--- config.mk ---
export PLATFORM = sky130hd
export DESIGN_NAME = ahb_burst_splitter
export DESIGN_NICKNAME = d
export VERILOG_FILES = /design/src/rtl/bsplit_pkg.sv /design/src/rtl/bsplit_req_check.sv /design/src/rtl/bsplit_frag_calc.sv /design/src/rtl/bsplit_burst_enc.sv /design/src/rtl/ahb_burst_splitter.sv
export SDC_FILE = /design/constraint.sdc
export NUM_CORES = 1
export LEC_CHECK = 0
export CAP_MARGIN = 25
export CORE_MARGIN = 2
export CORE_UTILIZATION = 23
export DETAILED_ROUTE_END_ITERATION = 8
export GPL_TIMING_DRIVEN = 0
export PLACE_DENSITY_LB_ADDON = 0.3
export SLEW_MARGIN = 10
export SYNTH_ARGS = -nofsm -noshare
export SYNTH_HDL_FRONTEND = slang
export SYNTH_SLANG_ARGS = --single-unit
--- constraint.sdc ---
create_clock -name clk -period 7.3 [get_ports clk]
set_clock_uncertainty 0.15 [all_clocks]
set_input_delay 1.825 -clock clk [delete_from_list [all_inputs] [get_ports clk]]
set_output_delay 1.825 -clock clk [all_outputs]
set_load 0.005 [all_outputs]
--- src/rtl/bsplit_pkg.sv ---
package bsplit_pkg;

    typedef enum logic [1:0] {
        TR_IDLE   = 2'b00,
        TR_BUSY   = 2'b01,
        TR_NONSEQ = 2'b10,
        TR_SEQ    = 2'b11
    } htrans_e;

    typedef enum logic [2:0] {
        BU_SINGLE = 3'b000,
        BU_INCR   = 3'b001,
        BU_WRAP4  = 3'b010,
        BU_INCR4  = 3'b011,
        BU_WRAP8  = 3'b100,
        BU_INCR8  = 3'b101,
        BU_WRAP16 = 3'b110,
        BU_INCR16 = 3'b111
    } hburst_e;

    typedef enum logic {
        ST_IDLE = 1'b0,
        ST_RUN  = 1'b1
    } st_e;

endpackage

--- src/rtl/bsplit_req_check.sv ---
// Decides whether a request can be issued: size within bus width,
// non-zero beat count, start address aligned to the transfer size.
module bsplit_req_check #(
    parameter int CW       = 8,
    parameter int MAX_SIZE = 2
) (
    input  logic [6:0]    addr_low,
    input  logic [2:0]    size,
    input  logic [CW-1:0] beats,
    output logic          ok
);
    logic [7:0] mask;
    logic       aligned;
    logic       size_ok;

    always_comb begin
        mask    = (8'd1 << size) - 8'd1;
        aligned = ((addr_low & mask[6:0]) == 7'd0);
        size_ok = ({29'd0, size} <= 32'(MAX_SIZE));
        ok      = size_ok && aligned && (beats != '0);
    end
endmodule

--- src/rtl/bsplit_frag_calc.sv ---
// Length of the fragment that starts at a given offset: beats that fit
// before the next boundary, capped by the beats still to issue.
module bsplit_frag_calc #(
    parameter int BOUNDARY = 1024,
    parameter int CW       = 8
) (
    input  logic [$clog2(BOUNDARY)-1:0] offset,
    input  logic [2:0]                  size,
    input  logic [CW-1:0]               remain,
    output logic [CW-1:0]               len
);
    localparam int OW = $clog2(BOUNDARY);
    localparam int LW = (OW + 1 > CW) ? OW + 1 : CW;

    logic [OW:0]   room;
    logic [LW-1:0] room_x;
    logic [LW-1:0] remain_x;

    always_comb begin
        room     = ((OW + 1)'(BOUNDARY) - {1'b0, offset}) >> size;
        room_x   = LW'(room);
        remain_x = LW'(remain);
        len      = (room_x < remain_x) ? CW'(room_x) : remain;
    end
endmodule

--- src/rtl/bsplit_burst_enc.sv ---
// Maps a fragment length to a burst code. USE_FIXED selects whether
// exact 4/8/16-beat fragments get their fixed-length code.
module bsplit_burst_enc
    import bsplit_pkg::*;
#(
    parameter int CW        = 8,
    parameter bit USE_FIXED = 1'b1
) (
    input  logic [CW-1:0] len,
    output hburst_e       code
);
    logic [31:0] len_w;
    assign len_w = 32'(len);

    generate
        if (USE_FIXED) begin : g_fixed
            always_comb begin
                unique case (len_w)
                    32'd1:   code = BU_SINGLE;
                    32'd4:   code = BU_INCR4;
                    32'd8:   code = BU_INCR8;
                    32'd16:  code = BU_INCR16;
                    default: code = BU_INCR;
                endcase
            end
        end else begin : g_open
            always_comb begin
                code = (len_w == 32'd1) ? BU_SINGLE : BU_INCR;
            end
        end
    endgenerate
endmodule

--- src/rtl/ahb_burst_splitter.sv ---
module ahb_burst_splitter
    import bsplit_pkg::*;
#(
    parameter int AW        = 32,
    parameter int CW        = 8,
    parameter int BOUNDARY  = 1024,
    parameter int MAX_SIZE  = 2,
    parameter bit USE_FIXED = 1'b1
) (
    input  logic          clk,
    input  logic          rst_n,
    input  logic          req_valid,
    output logic          req_ready,
    input  logic [AW-1:0] req_addr,
    input  logic [CW-1:0] req_beats,
    input  logic [2:0]    req_size,
    input  logic          req_write,
    input  logic          hready,
    output logic [AW-1:0] haddr,
    output logic [1:0]    htrans,
    output logic [2:0]    hburst,
    output logic [2:0]    hsize,
    output logic          hwrite,
    output logic          done,
    output logic          err
);
    localparam int OW = $clog2(BOUNDARY);

    typedef struct packed {
        st_e           st;
        logic [AW-1:0] addr;
        logic [CW-1:0] rem;
        logic [CW-1:0] frag;
        logic [2:0]    size;
        logic          write;
        htrans_e       trans;
        hburst_e       burst;
        logic          done;
        logic          err;
    } regs_t;

    regs_t r_d, r_q;

    logic [AW-1:0] step_addr;
    logic [AW-1:0] calc_addr;
    logic [CW-1:0] calc_rem;
    logic [2:0]    calc_size;
    logic [CW-1:0] frag_len;
    hburst_e       frag_code;
    logic          req_ok;

    assign step_addr = r_q.addr + (AW'(1) << r_q.size);
    assign calc_addr = (r_q.st == ST_RUN) ? step_addr : req_addr;
    assign calc_rem  = (r_q.st == ST_RUN) ? (r_q.rem - CW'(1)) : req_beats;
    assign calc_size = (r_q.st == ST_RUN) ? r_q.size : req_size;

    bsplit_req_check #(.CW(CW), .MAX_SIZE(MAX_SIZE)) u_check (
        .addr_low (req_addr[6:0]),
        .size     (req_size),
        .beats    (req_beats),
        .ok       (req_ok)
    );

    bsplit_frag_calc #(.BOUNDARY(BOUNDARY), .CW(CW)) u_frag (
        .offset (calc_addr[OW-1:0]),
        .size   (calc_size),
        .remain (calc_rem),
        .len    (frag_len)
    );

    bsplit_burst_enc #(.CW(CW), .USE_FIXED(USE_FIXED)) u_enc (
        .len  (frag_len),
        .code (frag_code)
    );

    always_comb begin
        r_d      = r_q;
        r_d.done = 1'b0;
        r_d.err  = 1'b0;
        unique case (r_q.st)
            ST_IDLE: begin
                if (req_valid) begin
                    if (!req_ok) begin
                        r_d.err = 1'b1;
                    end else begin
                        r_d.st    = ST_RUN;
                        r_d.addr  = req_addr;
                        r_d.rem   = req_beats;
                        r_d.size  = req_size;
                        r_d.write = req_write;
                        r_d.frag  = frag_len;
                        r_d.trans = TR_NONSEQ;
                        r_d.burst = frag_code;
                    end
                end
            end
            ST_RUN: begin
                if (hready) begin
                    if (r_q.rem == CW'(1)) begin
                        r_d.st    = ST_IDLE;
                        r_d.trans = TR_IDLE;
                        r_d.done  = 1'b1;
                    end else begin
                        r_d.addr = step_addr;
                        r_d.rem  = r_q.rem - CW'(1);
                        if (r_q.frag == CW'(1)) begin
                            r_d.frag  = frag_len;
                            r_d.trans = TR_NONSEQ;
                            r_d.burst = frag_code;
                        end else begin
                            r_d.frag  = r_q.frag - CW'(1);
                            r_d.trans = TR_SEQ;
                        end
                    end
                end
            end
            default: r_d.st = ST_IDLE;
        endcase
    end

    always_ff @(posedge clk or negedge rst_n) begin
        if (!rst_n) begin
            r_q <= '0;
        end else begin
            r_q <= r_d;
        end
    end

    assign req_ready = (r_q.st == ST_IDLE);
    assign haddr     = r_q.addr;
    assign htrans    = r_q.trans;
    assign hburst    = r_q.burst;
    assign hsize     = r_q.size;
    assign hwrite    = r_q.write;
    assign done      = r_q.done;
    assign err       = r_q.err;

    // Stalled address phase must not move.
    assert_hold_on_stall_R7: assert property (@(posedge clk) disable iff (!rst_n)
        (htrans != 2'b00 && !hready) |=>
            ($stable(haddr) && $stable(htrans) && $stable(hburst)
             && $stable(hsize) && $stable(hwrite)));

    // A SEQ beat sits one transfer size above the beat accepted before it.
    assert_seq_step_R3: assert property (@(posedge clk) disable iff (!rst_n)
        (htrans != 2'b00 && hready) |=>
            (htrans != 2'b11 || haddr == $past(haddr) + (AW'(1) << $past(hsize))));

    // No SEQ beat lands on a boundary address.
    assert_no_seq_at_boundary_R4: assert property (@(posedge clk) disable iff (!rst_n)
        (htrans == 2'b11) |-> (haddr[OW-1:0] != '0));

    // After IDLE a burst can only open with NONSEQ.
    assert_idle_then_nonseq_R2: assert property (@(posedge clk) disable iff (!rst_n)
        (htrans == 2'b00) |=> (htrans != 2'b11));

    // A fragment never promises more beats than remain.
    assert_frag_le_rem_R5: assert property (@(posedge clk) disable iff (!rst_n)
        (htrans == 2'b10) |-> (r_q.frag != '0 && r_q.frag <= r_q.rem));

    // A fixed-length code matches the fragment it opens.
    assert_incr4_len_R6: assert property (@(posedge clk) disable iff (!rst_n)
        (htrans == 2'b10 && hburst == 3'b011) |-> (r_q.frag == CW'(4)));

    assert_done_pulse_R8: assert property (@(posedge clk) disable iff (!rst_n)
        done |=> !done);

    assert_err_no_xfer_R9: assert property (@(posedge clk) disable iff (!rst_n)
        err |-> (htrans == 2'b00 && !done));

    assert_ready_idle_R10: assert property (@(posedge clk) disable iff (!rst_n)
        req_ready |-> (htrans == 2'b00));

endmodule

==> impl_metrics.yaml <==
synth:
  synth_edf_count: 0
  ys_seq_area_share_pct: 25.0
  avgSynthCellArea_um2: 7.80
  synth.mux.area_fraction_pct: 3.44
  synthesis.area_um2: 5990
  synth-main-ff-cell: "dfrtp_1"
  yosys.area_share.simple_pct: 24.5
  yosys.cell_types.count: 90
  synth_xor_area_share_pct: 3.21
  syn-instance-count: 769
  synth_area_leaders: "dfrtp_1 25%, buf_4 6.3%, o21ai_0 5.3%"
  synth_top_family_by_area: "compound AO/OA/AOI/OAI gates"
  yosysTopAreaCell: "dfrtp_1"
  synth_fa_ha_area_share_pct: 4.72
  yosysWarningCount: 0
  synth_compound_area_share_pct: 29.0
  yosys_register_bits: 60
  synth_top_area_share_pct: 25.0
  synth.net_count: 839
  ys_async_sr_fraction_pct: 100
detailed_routing:
  routed_wl_um: 22500
  drc: 0
  first_pass_iters: 5
  ant_nets: 0
  wl_per_cell_um: 18.6
  via_count: 6325
  avgViaCountPerCell: 5.21
  drt-initial-drc-count: 442
final_layout:
  postLayoutCoreUtil_pct: 30.0
  antenna-diode-count: 0
  drive_above_1_share_pct: 13.3
  multiInputGateArea_um2: 3980
  nets: 944
  area_growth_pct: 29.4
  fill_cells: 2834
  register_area_um2: 1500
  instances_no_fill: 1214
hold_path:
  holdPathEnd: "htrans[1]"
  min_path_cells: 2
  min_from: "htrans[1]"
  hold_class: "flip-flop to flip-flop"
setup_path:
  crit_fanout: 10
  reg2reg_slack_ps: 240
  critPathLaunchType: "input pin"
  r2r_start: "r_q[59]"
  worst-endpoint-required_ps: 7370
  worstRegToRegCells: 27
  end_kind: "flip-flop"
  worst_ep_arrival_time_ps: 7200
  worst-setup-path-type: "input pin to flip-flop"
  reg2reg_to: "hburst[0]"
power_and_ir_drop:
  p_total_mw: 3.54
  peakVddDrop_v: 0.000138
  p_leak_nw: 3.05
  pwr_density_cell_nw_per_um2: 457
cts:
  holdBufCountCts: 0
  root_buffer: "clkbuf_16"
  cts_num_sinks: 60
  cts_buffers: 9
  h-tree-depth: 3
  max-clock-path-buffers: 2
  clk_pin_slew_ps: 60
  clk_latency_ps: 350
  cts_tree: "yes"
timing:
  clock.fmax_mhz: 140
  slew_headroom_pct: 43.1
  fin_crit_ps: 7130
  setup_viol: 0
  slew_violations: 0
  worst_pin_slew_ps: 844
  post-route-period-util_pct: 97.7
  final_hold_viol_count: 0
grt:
  grt_max_degree: 51
  grt_pass1_vias: 6086
  antenna_found_initial: 0
  grt_pass1_wl_um: 35400
  gr-usage-all-layers_pct: 16.8
  grt-ovfl-total: 0
die:
  initial_core_util_pct: 23.2
  pin_count: 92
  die_h_um: 165
  core-area_um2: 25800
  fp.dieW_um: 165
  dieArea_um2: 27400
  rows: 59
place:
  port_buffers: 90
  dp_cells: 1195
  gp_congestion: 0.907
  hpwl_um: 17000
run_status:
  status: "completed"
job:
  cap_violations: 0
==> placed cells by master, fill, tap and decap left out, drive strengths merged, types with 9 or more instances in the layout <==
| cell | instances |
|---|---|
| nor4 | 14 |
| nand3 | 25 |
| xnor2 | 18 |
| nor3 | 22 |
| and3 | 11 |
| a221o | 9 |
| nand2 | 83 |
| mux2i | 15 |
| a31oi | 11 |
| clkbuf | 35 |
| o21ai | 73 |
| inv | 21 |
| a21oi | 56 |
| dfrtp | 60 |
| a22oi | 11 |
| buf | 63 |
| ha | 21 |
| nand4 | 11 |
| clkdlybuf4s50 | 89 |
| nor2 | 65 |
==> registers in the layout, summed over array words and instances, names as in the netlist <==
signal  flops
haddr      32
r_q        17
hburst      3
hsize       3
htrans      2
done        1
err         1
hwrite      1
==> worst max-delay path: stages <==
cell,delay (ps)
clkdlybuf4s50_1,590
mux2i_1,170
ha_4,240
nor3b_4,160
a31oi_4,340
a2111oi_1,100
a211oi_1,400
a2111oi_2,90
a2111oi_4,520
a22oi_2,200
ha_1,340
a21o_1,160
a21o_1,200
a211oi_4,270
nand4_1,160
nor4_2,230
o211ai_1,140
o2111ai_1,150
o21ai_2,120
buf_6,170
buf_6,140
o41ai_1,350
a21oi_1,120
==> per-layer routing <==
metal	global-route usage (%)	part of all wire, %	vias to the layer above
met5	0	0	-
met4	4.90	1.9	0
met3	2.40	5.2	20
met2	27.0	46	193
met1	23.3	47	3057
li1	-	-	3055
==> what timing repair did <==
item	in CTS	in global routing
endpoints found under the setup margin	11	11
resized for setup	6	9
setup buffers	2	1
pin swaps	1	5
cloned	0	0
==> cell usage after synthesis (8+ instances only) <==
cell type  instances
nor3b_1            8
inv_1             20
nand3_1           24
o21ai_1            8
buf_4             50
dfrtp_1           60
a21oi_1           55
nand2b_1           8
a22oi_1           11
a221o_1            9
nor3_1            20
nand2_1           83
o21ai_0           63
nor4_1            13
xnor2_1           18
clkbuf_1          26
mux2i_1           15
nand4_1           10
a31oi_1           11
nor2_1            65
ha_1              21
and3_1            11
==> stage by stage <==
stage | worst slack [ps] | area [µm²] | hold slack [ps] | TNS [ps]
finish | 169 | 7750 | 332 | 0
global route | -7.08 | 7750 | 381 | -7.08
CTS | 51.6 | 7700 | 333 | 0
detailed placement | -918 | 7340 | 316 | -8630
global placement | -1130 | 7310 | 320 | -10540
floorplan | 1160 | 5990 | 297 | 0
==> cells by family (layout without fill, tap and decap cells) <==
family,Yosys count,count (layout)
adders and majority gates,22,22
AOI/OAI and AO/OA,253,253
buffers and inverters,105,215
DFF,60,60
and+or+nand+nor,287,287
muxes,20,20
xor gates and xnor gates,22,22
==> cell type report <==
cell class	count	share of cell area (%)
multi-input cells	604	51.4
clock buffers	9	2.90
well taps	335	5.40
repair buffers	94	12.2
inverters	21	1.02
clock inverters	7	0.968
flip-flops and latches	60	19.4
plain buffers	84	6.76
==> worst max path at each step <==
| stage | startpoint | endpoint | slack (ps) | depth (start not counted) |
|---|---|---|---|---|
| floorplan | req_addr[1] | hburst[0] | 1160 | 22 |
| global placement | req_addr[0] | hburst[0] | -1130 | 23 |
| detailed placement | req_addr[0] | hburst[0] | -920 | 23 |
| CTS | req_addr[0] | hburst[0] | 50 | 23 |
| global route | r_q[59] | hburst[0] | -7 | 29 |
| finish | req_addr[1] | hburst[0] | 170 | 23 |
==> power breakdown <==
part           leakage (nW)  switching, mW  total [mW]  internal [mW]
sequential            0.762          0.143       0.599          0.456
combinational          2.14           1.42        2.50           1.07
clock                 0.150          0.183       0.449          0.266
total                  3.05           1.75        3.54           1.80
No activity file was read; power rests on OpenSTA's default activity.
